==> config.mk <==
export PLATFORM = sky130hd
export DESIGN_NAME = tod_calendar
export DESIGN_NICKNAME = d
export VERILOG_FILES = /design/src/rtl/tod_pkg.sv /design/src/rtl/tod_timebase.sv /design/src/rtl/tod_clock.sv /design/src/rtl/tod_date.sv /design/src/rtl/tod_calendar.sv
export SDC_FILE = /design/constraint.sdc
export NUM_CORES = 1
export LEC_CHECK = 0
export ABC_AREA = 1
export BUFFER_PORTS_ARGS = -buffer_cell sky130_fd_sc_hd__clkbuf_2
export CAP_MARGIN = 20
export CORE_ASPECT_RATIO = 1.2
export CORE_MARGIN = 3
export CORE_UTILIZATION = 58
export CTS_CLUSTER_DIAMETER = 200
export CTS_CLUSTER_SIZE = 16
export DETAILED_ROUTE_END_ITERATION = 10
export PLACE_DENSITY_LB_ADDON = 0.05
export SLEW_MARGIN = 20
export SYNTH_ARGS = -nofsm -noshare
export SYNTH_HDL_FRONTEND = slang
export SYNTH_SLANG_ARGS = --single-unit
==> constraint.sdc <==
create_clock -name clk -period 2.3 [get_ports clk]
set_input_delay 0.46 -clock clk [delete_from_list [all_inputs] [get_ports clk]]
set_output_delay 0.46 -clock clk [all_outputs]
set_load 0.05 [all_outputs]
==> src/rtl/tod_pkg.sv <==
package tod_pkg;
  localparam logic [2:0] FLD_SEC   = 3'd0;
  localparam logic [2:0] FLD_MIN   = 3'd1;
  localparam logic [2:0] FLD_HOUR  = 3'd2;
  localparam logic [2:0] FLD_DOW   = 3'd3;
  localparam logic [2:0] FLD_DATE  = 3'd4;
  localparam logic [2:0] FLD_MONTH = 3'd5;
  localparam logic [2:0] FLD_YEAR  = 3'd6;
  localparam logic [2:0] FLD_STAT  = 3'd7;

  // Two-digit BCD increment without wrap handling.
  function automatic logic [7:0] bcd_next(input logic [7:0] v);
    if (v[3:0] == 4'd9) return {v[7:4] + 4'd1, 4'd0};
    else                return {v[7:4], v[3:0] + 4'd1};
  endfunction

  // Two-digit year is a leap year when its numeric value is a multiple of four.
  function automatic logic is_leap(input logic [7:0] y);
    logic [7:0] t;
    logic [7:0] val;
    t   = {4'd0, y[7:4]};
    val = (t << 3) + (t << 1) + {4'd0, y[3:0]};
    return (val % 8'd4) == 8'd0;
  endfunction

  // Last date of the month, in BCD.
  function automatic logic [7:0] month_last_day(input logic [7:0] m, input logic leap);
    if (m == 8'h02) return leap ? 8'h29 : 8'h28;
    else if (m == 8'h04 || m == 8'h06 || m == 8'h09 || m == 8'h11) return 8'h30;
    else return 8'h31;
  endfunction
endpackage

==> src/rtl/tod_timebase.sv <==
module tod_timebase import tod_pkg::*; #(
  parameter int PRESCALE     = 32768,
  parameter int STOP_TIMEOUT = 8192,
  parameter int SYNC_STAGES  = 2
) (
  input  logic clk,
  input  logic rst,
  input  logic osc_in,
  input  logic presc_clr,
  output logic sec_tick,
  output logic stop_evt
);
  localparam int CW = (PRESCALE > 2) ? $clog2(PRESCALE) : 1;
  localparam int WW = $clog2(STOP_TIMEOUT + 1);
  localparam logic [CW-1:0] CNT_LAST = CW'(PRESCALE - 1);
  localparam logic [WW-1:0] WD_LAST  = WW'(STOP_TIMEOUT - 1);
  localparam logic [WW-1:0] WD_FULL  = WW'(STOP_TIMEOUT);

  logic [SYNC_STAGES:0] sync_q;
  logic                 osc_rise;
  logic [CW-1:0]        cnt_q;
  logic [WW-1:0]        wd_q;

  always_ff @(posedge clk) begin
    if (rst) sync_q <= '0;
    else     sync_q <= {sync_q[SYNC_STAGES-1:0], osc_in};
  end

  assign osc_rise = sync_q[SYNC_STAGES-1] & ~sync_q[SYNC_STAGES];

  always_ff @(posedge clk) begin
    if (rst || presc_clr) begin
      cnt_q    <= '0;
      sec_tick <= 1'b0;
    end else if (osc_rise) begin
      if (cnt_q == CNT_LAST) begin
        cnt_q    <= '0;
        sec_tick <= 1'b1;
      end else begin
        cnt_q    <= cnt_q + 1'b1;
        sec_tick <= 1'b0;
      end
    end else begin
      sec_tick <= 1'b0;
    end
  end

  always_ff @(posedge clk) begin
    if (rst) begin
      wd_q     <= '0;
      stop_evt <= 1'b0;
    end else if (osc_rise) begin
      wd_q     <= '0;
      stop_evt <= 1'b0;
    end else if (wd_q == WD_LAST) begin
      wd_q     <= WD_FULL;
      stop_evt <= 1'b1;
    end else begin
      if (wd_q != WD_FULL) wd_q <= wd_q + 1'b1;
      stop_evt <= 1'b0;
    end
  end

  assert_tick_single_R1: assert property (@(posedge clk) disable iff (rst)
    sec_tick |=> !sec_tick);
  assert_stop_needs_quiet_R8: assert property (@(posedge clk) disable iff (rst)
    osc_rise |=> !stop_evt);
endmodule

==> src/rtl/tod_clock.sv <==
module tod_clock import tod_pkg::*; (
  input  logic       clk,
  input  logic       rst,
  input  logic       tick,
  input  logic       wr_en,
  input  logic [2:0] wr_sel,
  input  logic [6:0] wr_data,
  output logic [7:0] sec_q,
  output logic [7:0] min_q,
  output logic [7:0] hour_q,
  output logic       day_inc
);
  logic       sec_wr, min_wr, hour_wr;
  logic       min_step, hour_step, hour_last;
  logic [7:0] h12, inc12, inc24, hour_nxt;

  assign sec_wr  = wr_en && (wr_sel == FLD_SEC);
  assign min_wr  = wr_en && (wr_sel == FLD_MIN);
  assign hour_wr = wr_en && (wr_sel == FLD_HOUR);

  assign min_step  = tick && (sec_q == 8'h59);
  assign hour_step = min_step && (min_q == 8'h59);

  always_comb begin
    h12   = {3'b000, hour_q[4:0]};
    inc12 = bcd_next(h12);
    inc24 = bcd_next({2'b00, hour_q[5:0]});
    if (hour_q[6]) begin
      hour_last = (h12 == 8'h11) && hour_q[5];
      if (h12 == 8'h12) hour_nxt = {2'b01, hour_q[5], 5'h01};
      else              hour_nxt = (inc12 & 8'h1F) | {2'b01, hour_q[5] ^ (h12 == 8'h11), 5'b0};
    end else begin
      hour_last = (hour_q[5:0] == 6'h23);
      hour_nxt  = hour_last ? 8'h00 : (inc24 & 8'h3F);
    end
  end

  assign day_inc = hour_step && hour_last;

  always_ff @(posedge clk) begin
    if (rst) begin
      sec_q  <= 8'h00;
      min_q  <= 8'h00;
      hour_q <= 8'h00;
    end else begin
      if (sec_wr)        sec_q <= {1'b0, wr_data};
      else if (tick)     sec_q <= (sec_q == 8'h59) ? 8'h00 : bcd_next(sec_q);
      if (min_wr)        min_q <= {1'b0, wr_data};
      else if (min_step) min_q <= (min_q == 8'h59) ? 8'h00 : bcd_next(min_q);
      if (hour_wr)        hour_q <= {1'b0, wr_data};
      else if (hour_step) hour_q <= hour_nxt;
    end
  end

  assert_sec_wrap_R2: assert property (@(posedge clk) disable iff (rst)
    (tick && !sec_wr && sec_q == 8'h59) |=> (sec_q == 8'h00));
  assert_pm_flip_R3: assert property (@(posedge clk) disable iff (rst)
    (hour_step && !hour_wr && hour_q[6] && hour_q[4:0] == 5'h11) |=> (hour_q[5] != $past(hour_q[5])));
  assert_hour_hold_R2: assert property (@(posedge clk) disable iff (rst)
    (!tick && !hour_wr) |=> $stable(hour_q));
endmodule

==> src/rtl/tod_date.sv <==
module tod_date import tod_pkg::*; (
  input  logic       clk,
  input  logic       rst,
  input  logic       day_inc,
  input  logic       wr_en,
  input  logic [2:0] wr_sel,
  input  logic [7:0] wr_data,
  output logic [7:0] dow_q,
  output logic [7:0] date_q,
  output logic [7:0] month_q,
  output logic [7:0] year_q
);
  logic       dow_wr, date_wr, month_wr, year_wr;
  logic       leap, month_step, year_step;
  logic [7:0] last_day;

  assign dow_wr   = wr_en && (wr_sel == FLD_DOW);
  assign date_wr  = wr_en && (wr_sel == FLD_DATE);
  assign month_wr = wr_en && (wr_sel == FLD_MONTH);
  assign year_wr  = wr_en && (wr_sel == FLD_YEAR);

  assign leap       = is_leap(year_q);
  assign last_day   = month_last_day(month_q, leap);
  assign month_step = day_inc && (date_q == last_day);
  assign year_step  = month_step && (month_q == 8'h12);

  always_ff @(posedge clk) begin
    if (rst) begin
      dow_q   <= 8'd1;
      date_q  <= 8'h01;
      month_q <= 8'h01;
      year_q  <= 8'h00;
    end else begin
      if (dow_wr)       dow_q <= {5'b0, wr_data[2:0]};
      else if (day_inc) dow_q <= (dow_q == 8'd7) ? 8'd1 : dow_q + 8'd1;
      if (date_wr)      date_q <= {2'b0, wr_data[5:0]};
      else if (day_inc) date_q <= month_step ? 8'h01 : bcd_next(date_q);
      if (month_wr)        month_q <= {3'b0, wr_data[4:0]};
      else if (month_step) month_q <= (month_q == 8'h12) ? 8'h01 : bcd_next(month_q);
      if (year_wr)        year_q <= wr_data;
      else if (year_step) year_q <= (year_q == 8'h99) ? 8'h00 : bcd_next(year_q);
    end
  end

  assert_dow_wrap_R4: assert property (@(posedge clk) disable iff (rst)
    (day_inc && !dow_wr && dow_q == 8'd7) |=> (dow_q == 8'd1));
  assert_feb_leap_R6: assert property (@(posedge clk) disable iff (rst)
    (day_inc && !date_wr && month_q == 8'h02 && date_q == 8'h28 && is_leap(year_q)) |=> (date_q == 8'h29));
  assert_write_wins_R9: assert property (@(posedge clk) disable iff (rst)
    (wr_en && wr_sel == FLD_DATE) |=> (date_q == {2'b0, $past(wr_data[5:0])}));
endmodule

==> src/rtl/tod_calendar.sv <==
module tod_calendar import tod_pkg::*; #(
  parameter int PRESCALE     = 32768,
  parameter int STOP_TIMEOUT = 8192
) (
  input  logic       clk,
  input  logic       rst,
  input  logic       osc_in,
  input  logic       wr_en,
  input  logic [2:0] wr_sel,
  input  logic [7:0] wr_data,
  output logic [7:0] sec_o,
  output logic [7:0] min_o,
  output logic [7:0] hour_o,
  output logic [7:0] dow_o,
  output logic [7:0] date_o,
  output logic [7:0] month_o,
  output logic [7:0] year_o,
  output logic       osc_stop_o
);
  logic sec_tick, stop_evt, day_inc, presc_clr, stat_wr;

  assign presc_clr = wr_en && (wr_sel == FLD_SEC);
  assign stat_wr   = wr_en && (wr_sel == FLD_STAT);

  tod_timebase #(.PRESCALE(PRESCALE), .STOP_TIMEOUT(STOP_TIMEOUT), .SYNC_STAGES(2)) u_base (
    .clk(clk), .rst(rst), .osc_in(osc_in), .presc_clr(presc_clr),
    .sec_tick(sec_tick), .stop_evt(stop_evt)
  );

  tod_clock u_clock (
    .clk(clk), .rst(rst), .tick(sec_tick), .wr_en(wr_en), .wr_sel(wr_sel),
    .wr_data(wr_data[6:0]), .sec_q(sec_o), .min_q(min_o), .hour_q(hour_o),
    .day_inc(day_inc)
  );

  tod_date u_date (
    .clk(clk), .rst(rst), .day_inc(day_inc), .wr_en(wr_en), .wr_sel(wr_sel),
    .wr_data(wr_data), .dow_q(dow_o), .date_q(date_o), .month_q(month_o),
    .year_q(year_o)
  );

  always_ff @(posedge clk) begin
    if (rst)                        osc_stop_o <= 1'b1;
    else if (stop_evt)              osc_stop_o <= 1'b1;
    else if (stat_wr && !wr_data[0]) osc_stop_o <= 1'b0;
  end

  assert_flag_clear_R8: assert property (@(posedge clk) disable iff (rst)
    (stat_wr && !wr_data[0] && !stop_evt) |=> !osc_stop_o);
  assert_flag_sticky_R8: assert property (@(posedge clk) disable iff (rst)
    (osc_stop_o && !stat_wr) |=> osc_stop_o);
endmodule

After elaboration in Yosys (flattened, before gate mapping)
Cells that the tools add are included.
{ "word_totals": {"inputBits": 15, "word_cells": 181, "out_inout_bits": 57, "reg_bits": 91} }
{ "classes": {"bitwise": 5, "addsub": 18, "muxes": 39, "eq_ne": 31, "n_reduce_logical": 61} }
{ "op_table": {"columns": ["op", "n"], "rows": [
  ["$mux 8", 16],
  ["$add 4x1->4 const B", 11],
  ["$mux 7", 6],
  ["$mux 14", 2],
  ["$eq 4x4->1 const B", 6],
  ["$eq 8x3->1 const B", 3],
  ["$mux 6", 4],
  ["$reduce_bool 2->1", 12],
  ["$reduce_and 2->1", 10],
  ["$reduce_or 2->1", 9],
  ["$eq 8x5->1 const B", 2],
  ["$eq 8x7->1 const B", 2],
  ["$add 15x1->15 const B", 1],
  ["$eq 15x15->1 const B", 1],
  ["$logic_and 1x1->1", 15],
  ["$mux 15", 1],
  ["$mux 5", 3],
  ["$reduce_bool 3->1", 5],
  ["$add 14x1->14 const B", 1],
  ["$eq 14x13->1 const B", 1],
  ["$ne 14x14->1 const B", 1],
  ["$eq 3x3->1 const B", 4],
  ["$eq 5x5->1 const B", 2],
  ["$add 8x1->8 const B", 1],
  ["other kinds (25)", 35]
]} }

Depth between registers and ports, before layout
Gate-level depths: netlist of the first run.
{ "depth": {"depth_word": 11, "ltp_mapped": 15, "ltp_nobuf": 14} }

Cells and area by module
Synthesis of the first run repeated with hierarchy kept, for this count alone.
{ "hier_totals": {"hier_cells": 841, "area_unflattened_um2": 5674.2} }
{ "by_module_without_submodules": {"columns": ["module", "instances", "area_each_um2", "seq_area_each_um2", "cells_per_inst"], "rows": [
  ["tod_date", 1, 2228.4, 640.6, 318],
  ["tod_timebase", 1, 1720.4, 680.7, 253],
  ["tod_clock", 1, 1662.8, 460.4, 258],
  ["tod_calendar", 1, 62.6, 20.0, 12]
]} }

Worst setup path before layout of the first run
Ideal clock, no wire load.
{ "synth_path": {"path_type": "register -> register", "startpoint": "register u_clock.sec_q[0]", "endpoint": "register u_date.year_q[4]", "setup_ps": 117, "slack_ps": 69, "arrival_time_ps": 2114, "required_ps": 2183, "path_buffers": 1, "synth_period_minus_slack_ps": 2231, "path_stages_with_launch": 14, "cell_sequence": "dfxtp_1 -> ha_1 -> nand4_4 -> nor2_4 -> nand3_4 -> nor2_2 -> nand2_2 -> nor2_4 -> nand2_4 -> nand2_4 -> buf_6 -> nand3_1 -> nand2_1 -> nor2_1"} }
{ "synth_via": {"elab_chain_cells": 8} }
{ "synth_lines": {"columns": ["element", "line_no", "source"], "rows": [
  ["start: declaration", "tod_clock.sv:8", "output logic [7:0] sec_q,"],
  ["start signal: assignment", "tod_clock.sv:46", "if (sec_wr) sec_q <= {1'b0, wr_data};"],
  ["start signal: assignment", "tod_clock.sv:47", "else if (tick) sec_q <= (sec_q == 8'h59) ? 8'h00 : bcd_next(sec_q);"],
  ["$eq 8x7->1", "tod_clock.sv:21", "assign min_step = tick && (sec_q == 8'h59);"],
  ["$logic_and 1x1->1", "tod_clock.sv:21", null],
  ["$logic_and 1x1->1", "tod_clock.sv:22", "assign hour_step = min_step && (min_q == 8'h59);"],
  ["$logic_and 1x1->1", "tod_clock.sv:38", "assign day_inc = hour_step && hour_last;"],
  ["$logic_and 1x1->1", "tod_date.sv:24", "assign month_step = day_inc && (date_q == last_day);"],
  ["$logic_and 1x1->1", "tod_date.sv:25", "assign year_step = month_step && (month_q == 8'h12);"],
  ["$reduce_bool 2->1 (no line)", null, null],
  ["$reduce_and 2->1 (no line)", null, null],
  ["end signal: assignment", "tod_date.sv:40", "if (year_wr) year_q <= wr_data;"],
  ["end signal: assignment", "tod_date.sv:41", "else if (year_step) year_q <= (year_q == 8'h99) ? 8'h00 : bcd_next(year_q);"],
  ["end: declaration", "tod_date.sv:11", "output logic [7:0] year_q"]
]} }
Every way passes these cells.
A chain may end at the register's enable or synchronous reset.

Worst setup path after layout of the first run
{ "layout_path": {"startpoint": "register u_clock.sec_q[0]", "endpoint": "register u_date.year_q[6]"} }
The elaborated chain is that of the path after synthesis.

==> impl_table.tex, run 1 <==
\begin{tabular}{lr}
\hline
Metric & Value \\
\hline
\multicolumn{2}{l}{\textbf{Run status}} \\
Status & finished clean \\
\multicolumn{2}{l}{\textbf{Logic synthesis}} \\
Mean instance size in the synthesized netlist & 6.923 um\^{}2 \\
Yosys reg bits & 90 \\
Post-synth EDFFs & 0 \\
Leading register cell type out of synthesis & sky130\_fd\_sc\_hd\_\_dfxtp\_1 \\
Synth Warn \# & 0 \\
Proportion of synthesized chip area in sequential cells & 0.3461 \\
Share of synthesized registers carrying an async set or reset & 0 \\
Net count of the mapped netlist & 791 \\
Yosys cell types & 51 \\
Area of the mapped netlist & 5206 um\^{}2 \\
Mapped Cells & 752 \\
\multicolumn{2}{l}{\textbf{Critical path}} \\
Standard cell with the maximum stage delay on the critical path & sky130\_fd\_sc\_hd\_\_dfxtp\_1 \\
Largest fanout of any net on the critical path & 12 \\
Number of buffers and inverters on the critical path & 0 \\
Worst R2R End & u\_date.year\_q[6] \\
Data arrival, critical path & 2.33 ns \\
Depth of the critical timing path with buffers and inverters included & 12 \\
Type of destination of the critical path & register \\
Type of the worst setup path & register to register \\
Required time of the critical path & 2.57 ns \\
Worst R2R Path Depth & 12 \\
Category of cells accounting for the largest share of critical-path delay & simple AND/OR/NAND/NOR gates \\
Internal reg-to-reg setup slack & 0.24 ns \\
RR Startpoint & u\_clock.sec\_q[0] \\
Stage delay of the slowest cell on the critical path & 0.42 ns \\
Worst setup SP type & register \\
List of cells traversed by the critical path & ha\_1 > nand4\_4 > nor2\_4 > nand3\_4 > nor2\_2 > nand2\_2 > nor2\_4 > nand2\_4 > nand2\_4 > nand3\_1 > nand2\_1 > nor2\_1 \\
\multicolumn{2}{l}{\textbf{STA}} \\
Share of the clock period used by the worst path & 0.8974 \\
Upper clock frequency limit & 484.5 MHz \\
Final Max Slew Viols & 0 \\
Hold violation total from the final report & 0 \\
Tmin final & 2.064 ns \\
Setup TNS Final & 0 ns \\
Worst clock skew & 0.01123 ns \\
RSZ-0062 raised after global routing & no \\
Final setup fails & 0 \\
Hold slack & 0.3002 ns \\
\multicolumn{2}{l}{\textbf{Power and ir drop}} \\
Switching power total & 817.8 uW \\
Combinational group share of total power & 0.097 \\
Clock network fraction of design power & 0.363 \\
Internal portion of total power & 2160 uW \\
Power per cell area & 502.5 nW/um\^{}2 \\
Switch share & 0.2746 \\
Static leakage & 0.002578 uW \\
Reg power frac & 0.539 \\
Worst voltage drop across the vdd grid & 0.3293 mV \\
\multicolumn{2}{l}{\textbf{Die}} \\
Count of standard-cell rows & 37 \\
Floorplan die area & 10150 um\^{}2 \\
Die boundary width & 92.49 um \\
Core Area & 8657 um\^{}2 \\
Chip height & 109.8 um \\
Top-Level Pins & 72 \\
Effective utilization at floorplan & 0.6014 \\
\multicolumn{2}{l}{\textbf{Drt}} \\
DRC violation total after the first TritonRoute iteration & 255 \\
Length of the first detailed-routing pass in iterations & 5 \\
Routed vias & 5196 \\
Routed wirelength normalized by instance count & 13.85 um \\
Post-detailed-route count of antenna-violating nets & 0 \\
Via density per instance & 5.441 \\
Routed WL & 13.23 mm \\
Post-route DRC violation count & 0 \\
\multicolumn{2}{l}{\textbf{Placed design}} \\
Hpwl dp & 10.16 mm \\
Port buffer count & 70 \\
Instance count after placement with tap cells included & 939 \\
Final RePlAce weighted congestion & 0.9345 \\
\multicolumn{2}{l}{\textbf{Cells and area}} \\
Most used cells in the layout excluding fill and tap cells & sky130\_fd\_sc\_hd\_\_nand2\_1 (130), sky130\_fd\_sc\_hd\_\_nor2\_1 (104), sky130\_fd\_sc\_hd\_\_inv\_1 (101) \\
Fraction of final layout cells with drive strength greater than 1 & 0.1587 \\
Non-filler instance count after layout & 955 \\
Diode count & 0 \\
Area added between synthesis and finish & 13.82\% \\
Total Nets Final & 872 \\
Filler Cell Count & 793 \\
Most frequent standard cell in the layout excluding fill and tap cells & sky130\_fd\_sc\_hd\_\_nand2\_1 \\
\multicolumn{2}{l}{\textbf{Global route}} \\
Initial antenna violation count & 0 \\
First-pass GRT wire length & 21.74 mm \\
Largest net degree at the start of global routing & 19 \\
Grt total ovfl & 0 \\
Global-route usage over all layers & 0.2652 \\
Via count of the first global-routing pass & 4739 \\
\multicolumn{2}{l}{\textbf{Job}} \\
Number of maximum-capacitance violations & 0 \\
\multicolumn{2}{l}{\textbf{Clock tree}} \\
Master cell of the clock root buffer & sky130\_fd\_sc\_hd\_\_clkbuf\_8 \\
Clk sinks & 90 \\
Clock tree from TritonCTS & yes \\
Maximum level of the CTS H-tree & 3 \\
Maximum clock path buffer count & 2 \\
Inserted Clock Buffers & 9 \\
Clock slew seen by the registers of the worst setup and hold paths & 0.10 ns \\
Post-CTS setup-driven buffer insertion count & 0 \\
Clk\_lat worst skew & 0.36 ns \\
\multicolumn{2}{l}{\textbf{Hold path}} \\
Hold WC Path Type & input pin to register \\
Worst hold path startpoint & osc\_in \\
Cell depth of the worst hold path & 3 \\
WHS Endpoint & u\_base.sync\_q[0] \\
\hline
\end{tabular}
-- sequential cells by signal, summed over array words and instances (netlist names) --
name	flops
u_clock.sec_q	8
u_clock.min_q	8
u_base.stop_evt	1
u_date.year_q	8
u_base.cnt_q	15
u_date.dow_q	8
u_base.wd_q	14
osc_stop_o	1
u_date.month_q	8
u_clock.hour_q	7
u_base.sync_q	3
u_base.sec_tick	1
u_date.date_q	8
-- power groups by stage --
stage	Combinational (uW)	Sequential (uW)	Clock, uW
after floorplan	147	1690	0
after global placement	282	1640	0
after detailed placement	286	1640	0
after CTS	288	1610	1110
after global routing	318	1610	1160
final	289	1610	1080
-- metrics by stage --
step	setup WS, ns	instance area [um^2]	util	total power [uW]
final	0.2360	5926	0.6845	2978
after global routing	0.01479	5926	0.6845	3093
after CTS	0.1916	5924	0.6843	3002
after detailed placement	0.2073	5731	0.6619	1929
after global placement	0.3279	5731	0.6619	1923
after floorplan	0.06855	5206	-	1836
-- cells in the mapped netlist (3+ instances only) --
cell	n	area [um^2]
sky130_fd_sc_hd__nor2_1	104	390.4
sky130_fd_sc_hd__o21ai_1	4	20.02
sky130_fd_sc_hd__o21ai_0	23	115.1
sky130_fd_sc_hd__nand2_2	4	25.02
sky130_fd_sc_hd__a211oi_1	5	37.54
sky130_fd_sc_hd__nand2_1	130	488.0
sky130_fd_sc_hd__nor4_1	7	43.79
sky130_fd_sc_hd__nand4_1	14	87.58
sky130_fd_sc_hd__nor3b_1	5	37.54
sky130_fd_sc_hd__xor2_1	15	131.4
sky130_fd_sc_hd__o22ai_1	15	93.84
sky130_fd_sc_hd__ha_1	24	300.3
sky130_fd_sc_hd__nand3_1	48	240.2
sky130_fd_sc_hd__a31oi_1	7	43.79
sky130_fd_sc_hd__xnor2_1	7	61.31
sky130_fd_sc_hd__a21oi_1	57	285.3
sky130_fd_sc_hd__nor3_1	25	125.1
sky130_fd_sc_hd__dfxtp_1	90	1802
sky130_fd_sc_hd__nor2_2	4	25.02
sky130_fd_sc_hd__a21oi_2	4	35.03
sky130_fd_sc_hd__clkbuf_1	5	18.77
sky130_fd_sc_hd__o21bai_1	4	30.03
sky130_fd_sc_hd__inv_1	101	379.1
sky130_fd_sc_hd__o21a_1	5	37.54
sky130_fd_sc_hd__o31ai_1	3	22.52
sky130_fd_sc_hd__inv_2	8	30.03
-- metal layers --
metal	routed length [um]	up-vias	track usage
met4	414	0	0.1104
met5	0	-	0
li1	-	2651	-
met1	5409	2375	0.3057
met3	760	28	0.03833
met2	6647	142	0.4894
-- cells by family (layout without fill, tap and decap cells) --
family | Yosys count | in the layout | share of synthesized area
compound gates | 136 | 136 | 0.1529
other cells | 1 | 1 | 0.0007203
simple gates | 357 | 357 | 0.3143
fa+ha+maj | 24 | 24 | 0.05768
xor+xnor | 22 | 22 | 0.03701
flops | 90 | 90 | 0.3461
buf+inv | 122 | 208 | 0.09132
-- worst register-to-register path: stages, from the launching register on --
cell                      delay, ns
sky130_fd_sc_hd__dfxtp_1       0.42
sky130_fd_sc_hd__ha_1          0.24
sky130_fd_sc_hd__nand4_4       0.15
sky130_fd_sc_hd__nor2_4        0.18
sky130_fd_sc_hd__nand3_4       0.12
sky130_fd_sc_hd__nor2_2        0.16
sky130_fd_sc_hd__nand2_2       0.11
sky130_fd_sc_hd__nor2_4        0.15
sky130_fd_sc_hd__nand2_4       0.09
sky130_fd_sc_hd__nand2_4       0.15
sky130_fd_sc_hd__nand3_1       0.08
sky130_fd_sc_hd__nand2_1       0.07
sky130_fd_sc_hd__nor2_1        0.04
-- worst max-delay path by stage --
| stage | slack (ns) | start | endpoint |
|---|---|---|---|
| floorplan | 0.07 | u_clock.sec_q[0] | u_date.year_q[4] |
| global placement | 0.33 | u_clock.sec_q[0] | u_date.year_q[5] |
| detailed placement | 0.21 | u_clock.hour_q[0] | u_date.dow_q[7] |
| CTS | 0.19 | u_clock.hour_q[0] | u_date.dow_q[7] |
| global route | 0.01 | u_clock.hour_q[1] | u_date.dow_q[7] |
| finish | 0.24 | u_clock.sec_q[0] | u_date.year_q[6] |
-- final cells by class --
cell class,instances,area [um^2],area share
Clock inverter,7,70.07,0.01182
Inverter,110,412.9,0.06968
Clock buffer,9,123.9,0.02090
Multi-Input combinational cell,540,2929,0.4943
Tap cell,117,146.4,0.02470
Sequential cell,90,1803,0.3043
Timing Repair Buffer,82,440.4,0.07432
-- timing repair --
action / 4_1_cts / 5_1_grt
hold buffers: 0 / 0
resized for setup: 0 / 1
setup endpoints to repair: 0 / 1
(Power assumes the default switching activity.)
==> run 2, diff against run 1 <==
Settings changed: HOLD_SLACK_MARGIN from default to 0.05, MAX_ROUTING_LAYER from default to met4.
==> run 2 against run 1 <==
Sequential cell count unchanged. Count of clock-buffer cells in the layout grew 2. Die area unchanged. Register-to-register slack hardly changed. Sequential share of layout area grew 0.17 points. Cell count down 0.21%. Core utilization shrank 0.42 points. Largest power group unchanged. Highest routed layer unchanged.
==> impl_table.tex, run 2 (synthesis results as in run 1) <==
\begin{tabular}{lr}
\hline
Metric & Value \\
\hline
\multicolumn{2}{l}{\textbf{Power and ir drop}} \\
Reg power frac & 0.566 \\
Worst voltage drop across the vdd grid & 0.4206 mV \\
Combinational group share of total power & 0.102 \\
Power per cell area & 481.7 nW/um\^{}2 \\
Internal portion of total power & 2067 uW \\
Switching power total & 769.8 uW \\
Static leakage & 0.002559 uW \\
Switch share & 0.2713 \\
Clock network fraction of design power & 0.331 \\
\multicolumn{2}{l}{\textbf{Critical path}} \\
Largest fanout of any net on the critical path & 12 \\
Type of the worst setup path & register to register \\
List of cells traversed by the critical path & ha\_1 > nand3\_1 > nor2\_4 > nand3\_4 > nor2\_2 > nand2\_2 > nor2\_4 > nand2\_4 > nand2\_4 > nand3\_1 > nand2\_1 > nor2\_1 \\
Required time of the critical path & 2.55 ns \\
Category of cells accounting for the largest share of critical-path delay & simple AND/OR/NAND/NOR gates \\
Type of destination of the critical path & register \\
Internal reg-to-reg setup slack & 0.25 ns \\
Stage delay of the slowest cell on the critical path & 0.44 ns \\
Worst setup SP type & register \\
Standard cell with the maximum stage delay on the critical path & sky130\_fd\_sc\_hd\_\_dfxtp\_1 \\
Data arrival, critical path & 2.30 ns \\
Number of buffers and inverters on the critical path & 0 \\
\multicolumn{2}{l}{\textbf{Drt}} \\
Via density per instance & 5.506 \\
DRC violation total after the first TritonRoute iteration & 263 \\
Routed WL & 13.28 mm \\
Routed vias & 5247 \\
Max layer used & met4 \\
Detailed route wirelength on metal3 & 734 um \\
Post-detailed-route count of antenna-violating nets & 0 \\
Post-route DRC violation count & 0 \\
Routed wirelength normalized by instance count & 13.93 um \\
Met1 Wirelength & 5.548 mm \\
Length of the first detailed-routing pass in iterations & 5 \\
Wire length on met2 & 6.637 mm \\
\multicolumn{2}{l}{\textbf{Hold path}} \\
Hold WC Path Type & input pin to register \\
\multicolumn{2}{l}{\textbf{Run status}} \\
Status & finished clean \\
\multicolumn{2}{l}{\textbf{STA}} \\
Worst clock skew & 0.005503 ns \\
Final setup fails & 0 \\
Setup TNS Final & 0 ns \\
Upper clock frequency limit & 487.8 MHz \\
Share of the clock period used by the worst path & 0.8913 \\
Final Max Slew Viols & 0 \\
Final setup slack of the worst path & 0.2500 ns \\
Tmin final & 2.050 ns \\
RSZ-0062 raised after global routing & no \\
Hold violation total from the final report & 0 \\
\multicolumn{2}{l}{\textbf{Clock tree}} \\
Maximum clock path buffer count & 2 \\
Inserted Clock Buffers & 9 \\
Clk\_lat worst skew & 0.35 ns \\
Master cell of the clock root buffer & sky130\_fd\_sc\_hd\_\_clkbuf\_8 \\
Post-CTS setup-driven buffer insertion count & 0 \\
Clock slew seen by the registers of the worst setup and hold paths & 0.09 ns \\
Maximum level of the CTS H-tree & 3 \\
Clk sinks & 90 \\
Clock tree from TritonCTS & yes \\
Number of gates resized after cts & 0 \\
Post-CTS Hold Fix Bufs & 0 \\
\multicolumn{2}{l}{\textbf{Die}} \\
Top-Level Pins & 72 \\
Chip height & 109.8 um \\
Floorplan die area & 10150 um\^{}2 \\
Core Area & 8657 um\^{}2 \\
Count of standard-cell rows & 37 \\
Effective utilization at floorplan & 0.6014 \\
Die boundary width & 92.49 um \\
\multicolumn{2}{l}{\textbf{Cells and area}} \\
Most used cells in the layout excluding fill and tap cells & sky130\_fd\_sc\_hd\_\_nand2\_1 (130), sky130\_fd\_sc\_hd\_\_nor2\_1 (104), sky130\_fd\_sc\_hd\_\_inv\_1 (101) \\
Total Nets Final & 872 \\
Filler Cell Count & 781 \\
Area added between synthesis and finish & 13.12\% \\
Largest register FFs & 15 \\
Most frequent standard cell in the layout excluding fill and tap cells & sky130\_fd\_sc\_hd\_\_nand2\_1 \\
Utilization after layout & 0.6803 \\
Registers with the most flip-flops & u\_base.cnt\_q (15), u\_base.wd\_q (14) \\
Fraction of final layout cells with drive strength greater than 1 & 0.1543 \\
Reg with most FFs & u\_base.cnt\_q \\
Diode count & 0 \\
Layout Cell Area excl Fill & 5889 um\^{}2 \\
\multicolumn{2}{l}{\textbf{Job}} \\
Number of maximum-capacitance violations & 0 \\
\multicolumn{2}{l}{\textbf{Global route}} \\
Initial antenna violation count & 0 \\
Global-route usage over all layers & 0.2778 \\
Largest net degree at the start of global routing & 19 \\
First-pass GRT wire length & 22.04 mm \\
Via count of the first global-routing pass & 4886 \\
Grt total ovfl & 0 \\
\multicolumn{2}{l}{\textbf{Placed design}} \\
Standard cell area after detailed placement & 5731 um\^{}2 \\
Post-place setup slack & 0.2462 ns \\
Final RePlAce weighted congestion & 0.9526 \\
Port buffer count & 70 \\
Hpwl dp & 10.28 mm \\
\hline
\end{tabular}
[run 2: worst paths after layout]
path,from,end,cells after the start
setup / recovery,u_clock.sec_q[4],u_date.year_q[6],12
hold / removal,osc_in,u_base.sync_q[0],3
setup reg to reg,u_clock.sec_q[4],u_date.year_q[6],12
hold reg to reg,u_base.sync_q[0],u_base.sync_q[1],2
[run 2: final cells by class]
class	count	area, um^2	area share
Tap cell	117	146.4	0.02486
Inverter	110	412.9	0.07011
Clock buffer	11	141.4	0.02401
Timing Repair Buffer	82	440.4	0.07478
Clock inverter	3	17.52	0.002974
Sequential cell	90	1802	0.3059
Multi-Input combinational cell	540	2929	0.4973
[run 2: worst min-delay path: stages]
cell and delay (ns):
sky130_fd_sc_hd__clkbuf_2 0.08, sky130_fd_sc_hd__inv_1 0.05, sky130_fd_sc_hd__nor2_1 0.04
[run 2: through the flow]
stage	power (uW)	std cells	hold WS [ns]
after global placement	1924	939	0.3976
final	2837	953	0.3280
after detailed placement	1931	939	0.3943
after floorplan	1836	752	0.3883
after global routing	2959	953	0.3103
after CTS	2865	953	0.3111
[run 2: power by group through the flow]
stage               combinational, uW  sequential (uW)  clock [uW]
floorplan                         147             1690           0
global placement                  283             1640           0
detailed placement                288             1640           0
CTS                               289             1610         970
global route                      319             1610        1030
finish                            291             1610         940
[run 2: metal layers]
layer	track usage	vias up
met2	0.4909	167
met3	0.04997	30
met4	0.1242	0
met1	0.3059	2400
met5	-	-
li1	-	2650
